$ cat config.mk
export PLATFORM = sky130hd
export DESIGN_NAME = amc_cadence_gen
export DESIGN_NICKNAME = d
export VERILOG_FILES = /design/src/rtl/amc_pkg.sv /design/src/rtl/amc_rate_lut.sv /design/src/rtl/amc_phase_cnt.sv /design/src/rtl/amc_cadence_gen.sv
export SDC_FILE = /design/constraint.sdc
export NUM_CORES = 1
export LEC_CHECK = 0
export ABC_AREA = 1
export BUFFER_PORTS_ARGS = -buffer_cell sky130_fd_sc_hd__buf_2
export CAP_MARGIN = 20
export CORE_MARGIN = 3
export CORE_UTILIZATION = 40
export CTS_CLUSTER_DIAMETER = 150
export DETAILED_ROUTE_END_ITERATION = 16
export GPL_ROUTABILITY_DRIVEN = 0
export PLACE_DENSITY = 0.67
export SYNTH_ARGS = -nofsm -noshare
export SYNTH_HDL_FRONTEND = slang
export SYNTH_SLANG_ARGS = --single-unit
$ cat constraint.sdc
create_clock -name clk -period 1.6 [get_ports clk]
set_input_delay 0.08 -clock clk [delete_from_list [all_inputs] [get_ports clk]]
set_output_delay 0.08 -clock clk [all_outputs]
set_load 0.05 [all_outputs]
$ cat src/rtl/amc_pkg.sv
package amc_pkg;

    typedef enum logic [2:0] {
        RATE_400G     = 3'd0,
        RATE_200G     = 3'd1,
        RATE_100G     = 3'd2,
        RATE_50G_FEC2 = 3'd3,
        RATE_50G      = 3'd4,
        RATE_40G      = 3'd5,
        RATE_25G_FEC  = 3'd6,
        RATE_SPARE    = 3'd7
    } amc_rate_e;

    localparam int unsigned AMC_RATE_W = 3;

endpackage

$ cat src/rtl/amc_rate_lut.sv
module amc_rate_lut
    import amc_pkg::*;
#(
    parameter int unsigned CNT_W         = 15,
    parameter int unsigned WID_W         = 3,
    parameter int unsigned HW_PERIOD     = 2560,
    parameter int unsigned HW_PERIOD_40G = 16384
) (
    input  logic [AMC_RATE_W-1:0] rate_i,
    input  logic                  sim_i,
    output logic [WID_W-1:0]      width_o,
    output logic [CNT_W-1:0]      period_o
);

    localparam logic [CNT_W-1:0] P_HW    = CNT_W'(HW_PERIOD);
    localparam logic [CNT_W-1:0] P_HW40  = CNT_W'(HW_PERIOD_40G);
    localparam logic [CNT_W-1:0] P_S640  = CNT_W'(640);
    localparam logic [CNT_W-1:0] P_S1280 = CNT_W'(1280);
    localparam logic [CNT_W-1:0] P_S512  = CNT_W'(512);
    localparam logic [CNT_W-1:0] P_S128  = CNT_W'(128);

    logic [CNT_W-1:0] sim_period;
    logic [CNT_W-1:0] hw_period;

    always_comb begin
        width_o    = WID_W'(2);
        sim_period = P_S640;
        hw_period  = P_HW;
        case (rate_i)
            RATE_100G: begin
                width_o    = WID_W'(5);
                sim_period = P_S1280;
            end
            RATE_50G_FEC2: sim_period = P_S512;
            RATE_40G: begin
                sim_period = P_S128;
                hw_period  = P_HW40;
            end
            RATE_25G_FEC: begin
                width_o    = WID_W'(4);
                sim_period = P_S1280;
            end
            default: ;
        endcase
        period_o = sim_i ? sim_period : hw_period;
    end

endmodule

$ cat src/rtl/amc_phase_cnt.sv
module amc_phase_cnt #(
    parameter int unsigned CNT_W = 15
) (
    input  logic             clk,
    input  logic             rst,
    input  logic             clr_i,
    input  logic             adv_i,
    input  logic [CNT_W-1:0] period_i,
    output logic [CNT_W-1:0] phase_o
);

    logic [CNT_W-1:0] phase_d, phase_q;
    logic             at_end;

    assign at_end = (phase_q == period_i - 1'b1);

    always_comb begin
        phase_d = phase_q;
        if (clr_i) begin
            phase_d = '0;
        end else if (adv_i) begin
            phase_d = at_end ? '0 : phase_q + 1'b1;
        end
    end

    always_ff @(posedge clk) begin
        if (rst) begin
            phase_q <= '0;
        end else begin
            phase_q <= phase_d;
        end
    end

    assign phase_o = phase_q;


    phase_freeze_chk: assert property (@(posedge clk) disable iff (rst)
        (!adv_i && !clr_i) |=> $stable(phase_q));

endmodule

$ cat src/rtl/amc_cadence_gen.sv
module amc_cadence_gen
    import amc_pkg::*;
#(
    parameter int unsigned CNT_W         = 15,
    parameter int unsigned WID_W         = 3,
    parameter int unsigned HW_PERIOD     = 2560,
    parameter int unsigned HW_PERIOD_40G = 16384
) (
    input  logic                  clk,
    input  logic                  rst,
    input  logic                  start_i,
    input  logic                  pll_locked_i,
    input  logic [AMC_RATE_W-1:0] rate_sel_i,
    input  logic                  sim_period_i,
    input  logic                  mii_valid_i,
    output logic                  am_o
);

    localparam int unsigned PAD_W = CNT_W - WID_W;

    typedef struct packed {
        logic             run;
        logic [WID_W-1:0] width;
        logic [CNT_W-1:0] period;
    } ctl_t;

    ctl_t ctl_d, ctl_q;

    logic [WID_W-1:0] lut_width;
    logic [CNT_W-1:0] lut_period;
    logic [CNT_W-1:0] phase;
    logic             accept;
    logic             advance;

    amc_rate_lut #(
        .CNT_W        (CNT_W),
        .WID_W        (WID_W),
        .HW_PERIOD    (HW_PERIOD),
        .HW_PERIOD_40G(HW_PERIOD_40G)
    ) u_lut (
        .rate_i  (rate_sel_i),
        .sim_i   (sim_period_i),
        .width_o (lut_width),
        .period_o(lut_period)
    );

    assign accept  = !ctl_q.run && start_i && pll_locked_i;
    assign advance = ctl_q.run && mii_valid_i;

    always_comb begin
        ctl_d = ctl_q;
        if (accept) begin
            ctl_d.run    = 1'b1;
            ctl_d.width  = lut_width;
            ctl_d.period = lut_period;
        end
    end

    always_ff @(posedge clk) begin
        if (rst) begin
            ctl_q <= '0;
        end else begin
            ctl_q <= ctl_d;
        end
    end

    amc_phase_cnt #(
        .CNT_W(CNT_W)
    ) u_phase (
        .clk     (clk),
        .rst     (rst),
        .clr_i   (accept),
        .adv_i   (advance),
        .period_i(ctl_q.period),
        .phase_o (phase)
    );

    assign am_o = ctl_q.run && (phase < {{PAD_W{1'b0}}, ctl_q.width});


    reset_clear_chk: assert property (@(posedge clk)
        rst |=> (!am_o && !ctl_q.run));


    idle_quiet_chk: assert property (@(posedge clk) disable iff (rst)
        !ctl_q.run |-> !am_o);


    first_pulse_chk: assert property (@(posedge clk) disable iff (rst)
        (!ctl_q.run && start_i && pll_locked_i) |=> am_o);


    am_freeze_chk: assert property (@(posedge clk) disable iff (rst)
        (ctl_q.run && !mii_valid_i) |=> $stable(am_o));


    cfg_hold_chk: assert property (@(posedge clk) disable iff (rst)
        ctl_q.run |=> ($stable(ctl_q.period) && $stable(ctl_q.width)));


    run_sticky_chk: assert property (@(posedge clk) disable iff (rst)
        ctl_q.run |=> ctl_q.run);


    phase_bound_chk: assert property (@(posedge clk) disable iff (rst)
        ctl_q.run |-> (phase < ctl_q.period));

endmodule

=== Word level (Yosys, flattened, before mapping) ===
Index checks and enable logic that the tools add are counted.

* Register bits: 34
* Input port bits: 9
* Output and inout port bits: 1
* Logic and storage cells: 24

* Add/subtract/negate cells: 2
* Order comparisons: 1
* Eq/ne operators: 5
* Multiplexer cells: 5
* Reduce and logical (&&, ||, !) cells: 7

{| class="wikitable"
|+ Operators by type and width
! operator !! number
|-
| $mux W15 || 3
|-
| $pmux W11 S3 || 1
|-
| $add A15 B1 Y15 const B || 1
|-
| $eq A15 B15 Y1 || 1
|-
| $lt A15 B3 Y1 || 1
|-
| $sub A15 B1 Y15 const B || 1
|-
| $eq A3 B2 Y1 const B || 2
|-
| $eq A3 B3 Y1 const B || 2
|-
| $pmux W3 S2 || 1
|-
| $logic_and A1 B1 Y1 || 4
|-
| $reduce_or A2 Y1 || 2
|-
| $logic_not A1 Y1 || 1
|}

=== Logic depth before layout (Yosys ltp) ===
Gate-level depths: netlist of the first run.

* Word-level depth: 4
* Gate-level depth with buffers: 12
* Mapped depth without buffers: 11

=== By module ===
A second synthesis of the first run with hierarchy kept.

* Cell total of the unflattened synthesis: 372
* Area total of the unflattened synthesis: 2318.5 µm²

{| class="wikitable"
|+ Modules (own cells, without submodules)
! module !! instances !! cells each !! area an instance (µm²) !! sequential area each (µm²)
|-
| amc_phase_cnt || 1 || 237 || 1358.8 || 300.3
|-
| amc_cadence_gen || 1 || 109 || 813.3 || 380.4
|-
| amc_rate_lut || 1 || 26 || 146.4 || 0.0
|}

=== Worst setup path after synthesis of the first run ===
OpenSTA, ideal clock, no wires.

* Kind: register to output
* Start point: register ctl_q[17] (netlist name)
* End point: output port am_o
* Arrival time: 1.544 ns
* Required time: 1.520 ns
* Setup slack: -0.024 ns
* Stages on the path, launching flop included: 6
* Buffers on the path: 0
* Cell sequence: dfxtp_1 inv_1 ha_1 nor4_1 nand4_1 a21oi_1

* Word-level cells in the longest chain between the ends: 2

{| class="wikitable"
|+ Ends and longest elaborated chain
! item !! line !! RTL
|-
| start: declaration || amc_cadence_gen.sv:27 || <nowiki>ctl_t ctl_d, ctl_q;</nowiki>
|-
| start signal: assignment || amc_cadence_gen.sv:63 || <nowiki>ctl_q <= ctl_d;</nowiki>
|-
| $lt A15 B3 Y1 || amc_cadence_gen.sv:78 || <nowiki>assign am_o = ctl_q.run && (phase < {{PAD_W{1'b0}}, ctl_q.width});</nowiki>
|-
| $logic_and A1 B1 Y1 || amc_cadence_gen.sv:78 ||
|-
| end: declaration || amc_cadence_gen.sv:16 || <nowiki>output logic am_o</nowiki>
|}

No other way between the ends.

=== Final worst setup path of the first run ===
* Start point: register u_phase.phase_q[1] (netlist: u_phase.phase_o[1])
* End point: output port am_o

* Word-level cells in the longest chain between the ends: 2

{| class="wikitable"
|+ Ends and longest elaborated chain
! item !! line !! RTL
|-
| start: declaration || amc_phase_cnt.sv:12 || <nowiki>logic [CNT_W-1:0] phase_d, phase_q;</nowiki>
|-
| start signal: assignment || amc_phase_cnt.sv:30 || <nowiki>phase_q <= phase_d;</nowiki>
|-
| $lt A15 B3 Y1 || amc_cadence_gen.sv:78 ||
|-
| $logic_and A1 B1 Y1 || amc_cadence_gen.sv:78 ||
|}

No other way between the ends.

==> results of run 1 <==
==> worst min-delay path: cells and delay by family <==
family                 cells  cell delay [ns]
AOI/OAI and AO/OA          1             0.07
buffers and inverters      1             0.10
and+or+nand+nor            1             0.11
==> power by group <==
group          switching, W  internal [W]  total (W)  leakage [nW]
clock              0.000207      0.000253   0.000460        0.0279
combinational     0.0000888     0.0000615   0.000150         0.469
sequential       0.00000762      0.000611   0.000618         0.198
==> per-layer routing <==
metal  vias to the layer above  GRT usage [%]
met5                         -              0
met3                         6           1.76
met1                       579           21.0
met4                         0           6.07
li1                        683              -
met2                        37           24.3
==> layout make-up <==
class,count,share of cell area (%)
repair buffers,19,8.08
clock inverters,1,1.81
multi-input cells,141,48.5
inverters,32,7.32
clock buffers,3,1.36
flip-flops and latches,24,29.6
well taps,44,3.32
==> worst min path at each step <==
| stage | from | to | slack [ns] | depth (start not counted) |
|---|---|---|---|---|
| 5_1_grt | pll_locked_i | ctl_q[18] | 0.08 | 3 |
| 4_1_cts | rate_sel_i[1] | ctl_q[7] | 0.07 | 4 |
| 3_5_place_dp | sim_period_i | ctl_q[11] | 0.30 | 2 |
| 6_report | pll_locked_i | ctl_q[18] | 0.06 | 3 |
| 3_3_place_gp | rate_sel_i[2] | ctl_q[15] | 0.31 | 2 |
| 2_1_floorplan | rst | ctl_q[18] | 0.15 | 1 |
==> cell usage after synthesis (all sizes together), types with 3 or more instances <==
library cell	number
o21ai	9
nand4	5
nand3	17
nand2	49
dfxtp	24
ha	4
a21oi	4
nor2	30
nor4	3
xor2	6
nor3	3
inv	31
==> per-stage QoR <==
| step | hold WS [ns] | TNS [ns] | util [%] |
|---|---|---|---|
| global route | 0.0849 | -0.130 | 53.0 |
| floorplan | 0.149 | 0 | - |
| global placement | 0.308 | 0 | 47.4 |
| detailed placement | 0.304 | 0 | 47.4 |
| CTS | 0.0690 | -0.0393 | 50.9 |
| finish | 0.0639 | 0 | 53.0 |
==> registers in the layout, summed over array words and instances, names as in the netlist <==
name,count
u_phase.phase_o,15
ctl_q,9
==> timing repair <==
item / in CTS / in global routing
setup buffers: 0 / 1
pin swaps: 1 / 3
endpoints found under the setup margin: 2 / 13
gates resized for setup: 6 / 17
endpoints found under the hold margin: 4 / 0
gates cloned: 0 / 1
hold buffers: 3 / 0
==> cell families after synthesis <==
kind of cell,Yosys count
mux,1
buf+inv,34
simple gates,108
xor+xnor,7
compound gates,20
flops,24
fa+ha+maj,4
==> reports/metrics.cfg, run 1 <==
[sta]
post_layout_min_period_ns = 1.60
unrepaired_setup_endpoints_after_global_routing = true
finalHoldViolCount = 0
slew_headroom_pct = 74.6
final-max-slew-violation-count = 0
finalWorstSetupSlack_ns = 0.00117
max_freq_ghz = 0.625
worst_clock_skew_ns = 0.00376
worst_pin_slew_ns = 0.380
fin_crit_sh_pct = 99.9
report.final.setup_viol = 0

[cts]
clock_insertion_delay_worst_skew_ns = 0.33
ctsLongestPathBuffers = 2
numClockSinks = 24
tritoncts = built
clkTransAtPathRegs_ns = 0.14
htree_num_levels = 1
tritoncts.num_buffers = 3
cts.root.buffer_cell = clkbuf_4

[worst_setup_path]
cp_max_stage_delay_ns = 0.35
crit_family = flip-flops
timing.critical_path.to_type = output port
critical_path.startpoint = u_phase.phase_o[1]
critical_path.reg2reg.startpoint = ctl_q[10]
worst_ep_required_time_ns = 1.52
reg2regPathDepth = 11
r2r-end = u_phase.phase_o[13]
critical_path_arrival_ns = 1.52
cp-endpoint = am_o
setup.worst_path.start_class = register
cp.buffers_inverters = 2
worstPathCellList = buf_4, ha_1, o21ai_0, nand2_1, a21oi_2, buf_6
path_depth = 6
timing.reg2reg.setup_slack_ns = 0.09
cpMaxStageDelayCell = dfxtp_2
critical_path.max_fanout = 3
worst-setup-path-type = reg -> out

[yosys]
synth_seq_area_share_pct = 35.6
avgSynthCellArea_um2 = 6.82
synth_compound_gate_area_share_pct = 8.61
fraction_of_synthesis_flops_using_an_asynchronous_set_or_reset_pin_pct = 0
synth_fp_nets = 211
synth_xor_area_share_pct = 4.54
ys_types = 29
largest_cells_by_area_after_synthesis = dfxtp_1 36%, nand2_1 13%, inv_1 8.3%
yosys_register_bits = 24
largest_family_of_logic_cells_by_synthesized_area = simple AND/OR/NAND/NOR gates
multiplexer_area_fraction_after_synthesis_pct = 0.741
syn-instance-count = 198
yosys_most_used_dff = dfxtp_1
synth_fa_ha_area_share_pct = 3.70
synth-warning-count = 0
synth-simple-area-share_pct = 36.7
netlist.area_leader.share_pct = 35.6
synth_enable_flop_cells = 0
syn-cell-area_um2 = 1350
yosysTopAreaCell = dfxtp_1

[flow_run]
max_cap_viol_count = 0

[floorplan]
die_h_um = 64.1
boundaryPins = 10
fp.coreArea_um2 = 3130
initial_utilization_pct = 43.2
die_area_um2 = 4110
rows = 20
die-width_um = 64.1

[drt]
antenna_violating_nets_post_route = 0
m1WireLength_um = 1490
met2RoutedLength_um = 1360
avgRoutedWirePerCell_um = 11.5
dr_wl_met3_um = 146
route.detailed.vias_per_inst = 4.94
dr_total_vias = 1305
detailedRoute.firstPassIterationCount = 4
remaining_drc_errors = 0
top_layer_used = met4
1st_iter_drt_viols = 41
total_wire_length_after_detailed_routing_um = 3040

[final_layout]
seqCellArea_um2 = 490
num-nets-final = 234
filler_cell_count = 309
finalNonFillerCells = 264
layout.cells.most_common = nand2_1
multiInputGateArea_um2 = 805
layout_cell_share_with_drive_strength_beyond_1_pct = 23.2
final_non_filler_cell_area_um2 = 1660
final_cell_mix = 46 x nand2_1, 28 x inv_1, 24 x nor2_1
diodes = 0
synthToLayoutAreaGrowth_pct = 22.7

[grt]
first_global_vias = 1110
track_usage_pct = 15.3
globalRouteOverflowTotal = 0
grt_antenna_before_repair = 0
grt_max_degree = 15
grt_first_pass_wirelength_um = 4930

[placed_design]
detailedPlacementHpwl_um = 2170
post_placement_cell_count = 255
post_dp_cell_area_um2 = 1480
dp_slack_ns = 0.0184
io_buffers = 9

[outcome]
outcome = finished, final reports clean

[pwr]
ir_drop_mv = 0.395
cellLeakagePower_nw = 0.695
p_per_area_nw_per_um2 = 741
power.total_w = 0.00123

[worst_hold_path]
worstHoldPathType = in -> reg

Power figures use the tool's default switching activity.
==> run 2, diff against run 1 <==
ABC_AREA = default   (was 1)
==> run 2 against run 1 <==
  * The run now ends with negative setup slack left
  * Cell count down 19%
  * Wire length shrank 5.4%
  * Sequential cell count did not move
  * Synthesized area decreased by 1.8%
  * Maximum frequency shrank 1.4%
  * Register-to-register slack worse by 0.07 ns
  * Clock power fell by 42%
  * Critical endpoint unchanged
  * First-iteration DRC count is 37% lower
  * Global-route usage increased by 0.17 points
  * Synthesized cell count decreased by 21%
  * Total power is 13% lower
  * Count of clock-buffer cells in the layout stayed put
==> reports/metrics.cfg, run 2 <==
[worst_hold_path]
min_to = ctl_q[18]  ; unchanged
worstHoldPathType = in -> reg  ; unchanged
worst_hold_start = start_i  ; was pll_locked_i
whs_path_depth = 3  ; unchanged

[worst_setup_path]
critical_path.reg2reg.startpoint = ctl_q[10]  ; unchanged
timing.reg2reg.setup_slack_ns = 0.02  ; was 0.09 ns
critical_path_arrival_ns = 1.54  ; was 1.52 ns
reg2regPathDepth = 7  ; was 11
worstPathCellList = nor4_2, nand4_1, a21oi_2, buf_6  ; was buf_4, ha_1, o21ai_0, nand2_1, a21oi_2, buf_6
cpMaxStageDelayCell = dfxtp_1  ; was dfxtp_2
timing.critical_path.to_type = output port  ; unchanged
cp_max_stage_delay_ns = 0.42  ; was 0.35 ns
critical_path.max_fanout = 7  ; was 3
worst-setup-path-type = reg -> out  ; unchanged
r2r-end = u_phase.phase_o[0]  ; was u_phase.phase_o[13]
worst_ep_required_time_ns = 1.52  ; about the same
setup.worst_path.start_class = register  ; unchanged

[yosys]
yosys_most_used_dff = dfxtp_1  ; unchanged
yosysTopAreaCell = dfxtp_1  ; unchanged
fraction_of_synthesis_flops_using_an_asynchronous_set_or_reset_pin_pct = 0  ; unchanged
synth_seq_area_share_pct = 36.2  ; was 35.6%
synth_compound_gate_area_share_pct = 11.6  ; was 8.61%
synth_fa_ha_area_share_pct = 3.77  ; was 3.70%
synth_top_cells_by_count = 29 x nor2_1, 24 x dfxtp_1, 10 x xnor2_1  ; was 47 x nand2_1, 30 x inv_1, 25 x nor2_1
syn-instance-count = 156  ; was 198
synth_enable_flop_cells = 0  ; unchanged
largest_cells_by_area_after_synthesis = dfxtp_1 36%, nor2_1 8.2%, xnor2_1 6.6%  ; was dfxtp_1 36%, nand2_1 13%, inv_1 8.3%
synth-simple-area-share_pct = 31.3  ; was 36.7%
synth-warning-count = 0  ; unchanged
largest_family_of_logic_cells_by_synthesized_area = simple AND/OR/NAND/NOR gates  ; unchanged
yosys_register_bits = 24  ; unchanged
multiplexer_area_fraction_after_synthesis_pct = 0.754  ; was 0.741%
synth_fp_nets = 169  ; was 211
post-synth-top-count-cell = nor2_1  ; was nand2_1
ys_types = 40  ; was 29
netlist.area_leader.share_pct = 36.2  ; was 35.6%
avgSynthCellArea_um2 = 8.51  ; was 6.82 um2
syn-cell-area_um2 = 1330  ; was 1350 um2
synth_xor_area_share_pct = 12.5  ; was 4.54%

[floorplan]
boundaryPins = 10  ; unchanged
fp.coreArea_um2 = 3100  ; was 3130 um2
die-width_um = 63.6  ; was 64.1 um
initial_utilization_pct = 42.8  ; was 43.2%
die_area_um2 = 4050  ; was 4110 um2
rows = 20  ; unchanged
die_h_um = 63.6  ; was 64.1 um

[sta]
report.final.setup_viol = 1  ; was 0
worst_pin_slew_ns = 0.312  ; was 0.380 ns
finalHoldViolCount = 0  ; unchanged
unrepaired_setup_endpoints_after_global_routing = true  ; unchanged
finalWorstSetupSlack_ns = -0.0222  ; was 0.00117 ns
final-max-slew-violation-count = 0  ; unchanged
fin_crit_sh_pct = 101  ; was 99.9%
max_freq_ghz = 0.616  ; was 0.625 GHz
post_layout_min_period_ns = 1.62  ; was 1.60 ns
slew_headroom_pct = 79.2  ; was 74.6%
fin_setup_tns_ns = -0.0222  ; was 0 ns
worst_clock_skew_ns = 0.00101  ; was 0.00376 ns

[grt]
globalRouteOverflowTotal = 0  ; unchanged
grt_first_pass_wirelength_um = 5020  ; was 4930 um
first_global_vias = 1117  ; was 1,110
grt_antenna_before_repair = 0  ; unchanged
track_usage_pct = 15.4  ; was 15.3%
grt_max_degree = 13  ; was 15

[drt]
total_wire_length_after_detailed_routing_um = 2870  ; was 3040 um
avgRoutedWirePerCell_um = 13.4  ; was 11.5 um
dr_total_vias = 1131  ; was 1,305
route.detailed.vias_per_inst = 5.29  ; was 4.94
1st_iter_drt_viols = 26  ; was 41
detailedRoute.firstPassIterationCount = 4  ; unchanged
remaining_drc_errors = 0  ; unchanged
antenna_violating_nets_post_route = 0  ; unchanged

[pwr]
p_switching_w = 0.000286  ; was 0.000303 W
comb_power_share_pct = 16.3  ; was 12.2%
switching_share_of_power_pct = 26.6  ; was 24.7%
power.share.clock_pct = 25.0  ; was 37.4%
p_per_area_nw_per_um2 = 685  ; was 741 nW/um2
power.total_w = 0.00107  ; was 0.00123 W
power.internal_w = 0.000787  ; was 0.000926 W
seq_power_share_pct = 58.7  ; was 50.3%
ir_drop_mv = 0.516  ; was 0.395 mV
cellLeakagePower_nw = 0.593  ; was 0.695 nW

[final_layout]
layout_cell_share_with_drive_strength_beyond_1_pct = 28.2  ; was 23.2%
diodes = 0  ; unchanged
final_cell_mix = 29 x nor2_1, 15 x dfxtp_1, 10 x xnor2_1  ; was 46 x nand2_1, 28 x inv_1, 24 x nor2_1
layout.cells.most_common = nor2_1  ; was nand2_1
num-nets-final = 185  ; was 234
max_ffs_per_register = 15  ; unchanged
synthToLayoutAreaGrowth_pct = 18.1  ; was 22.7%

[cts]
clkTransAtPathRegs_ns = 0.13  ; was 0.14 ns
htree_num_levels = 1  ; unchanged
cts-hold-fix-buffers = 0  ; was 3
cts.root.buffer_cell = clkbuf_4  ; unchanged
buffers_inserted_by_post_cts_timing_repair = 0  ; unchanged
tritoncts.num_buffers = 3  ; unchanged
clock_insertion_delay_worst_skew_ns = 0.31  ; was 0.33 ns
numClockSinks = 24  ; unchanged
tritoncts = built  ; unchanged
ctsLongestPathBuffers = 2  ; unchanged

[placed_design]
detailedPlacementHpwl_um = 2060  ; was 2170 um
io_buffers = 9  ; unchanged
dp_slack_ns = -0.00633  ; was 0.0184 ns

[outcome]
outcome = finished with violations  ; was finished, final reports clean
failed_checks = negative setup slack

[flow_run]
max_cap_viol_count = 0  ; unchanged

[run 2: changes by cell type after synthesis, sizes merged, moves of 3 or more]
cell    before  now
nand3       17    4
xnor2        1   10
nand2       49    8
xor2         6    9
a21oi        4    9
o21ai        9    2
nand2b       0    5
inv         31    6
[run 2: through the flow]
| step | util [%] | instance area, um2 | hold slack, ns | cells |
|---|---|---|---|---|
| after floorplan | - | 1340 | 0.221 | 156 |
| after global placement | 47.1 | 1460 | 0.359 | 211 |
| after detailed placement | 47.1 | 1460 | 0.363 | 211 |
| after CTS | 49.8 | 1550 | 0.0286 | 214 |
| after global routing | 50.5 | 1570 | 0.0311 | 214 |
| final | 50.5 | 1570 | 0.0310 | 214 |
[run 2: timing repair]
action,in CTS,in global routing
hold endpoints to repair,0,0
cloned,0,0
pin swaps,6,2
endpoints found under the setup margin,13,13
resized for setup,15,6
[run 2: worst max path at each step]
stage	startpoint	slack, ns	to
floorplan	u_phase.phase_o[0]	0.03	u_phase.phase_o[0]
CTS	ctl_q[17]	-0.005	am_o
global route	ctl_q[10]	-0.10	u_phase.phase_o[10]
detailed placement	ctl_q[7]	-0.006	u_phase.phase_o[7]
global placement	ctl_q[7]	0.02	u_phase.phase_o[0]
finish	u_phase.phase_o[9]	-0.02	am_o
[run 2: cells by family (layout without fill, tap and decap cells)]
family          after synthesis  count (layout)
simple gates                 73              73
compound gates               24              24
flops                        24              24
xor+xnor                     19              19
buf+inv                      11              25
fa+ha+maj                     4               4
mux                           1               1
[run 2: final cells by class]
type / count / area, um2
Sequential cell: 24 / 492
Multi-Input combinational cell: 121 / 868
Tap cell: 44 / 55.1
Inverter: 6 / 22.5
Timing Repair Buffer: 16 / 108
Clock buffer: 3 / 22.5
Fill cell: 313 / 1540
[run 2: metal layers]
layer | track usage (%) | wire [um]
met3 | 2.14 | 74
met1 | 19.3 | 1300
met4 | 7.01 | 53
met2 | 26.1 | 1450
met5 | 0 | 0
[run 2: power groups by stage]
stage | Sequential [W] | Clock (W) | Combinational [W]
floorplan | 0.000642 | 0 | 0.000109
global placement | 0.000640 | 0 | 0.000156
detailed placement | 0.000642 | 0 | 0.000161
CTS | 0.000629 | 0.000274 | 0.000173
global route | 0.000632 | 0.000308 | 0.000196
finish | 0.000630 | 0.000268 | 0.000175
[run 2: worst max-delay path, delay by kind of cell (launching register included)]
family                 cells  cell delay [ns]
DFF                        1             0.42
AOI/OAI and AO/OA          1             0.15
buffers and inverters      1             0.17
and+or+nand+nor            2             0.49
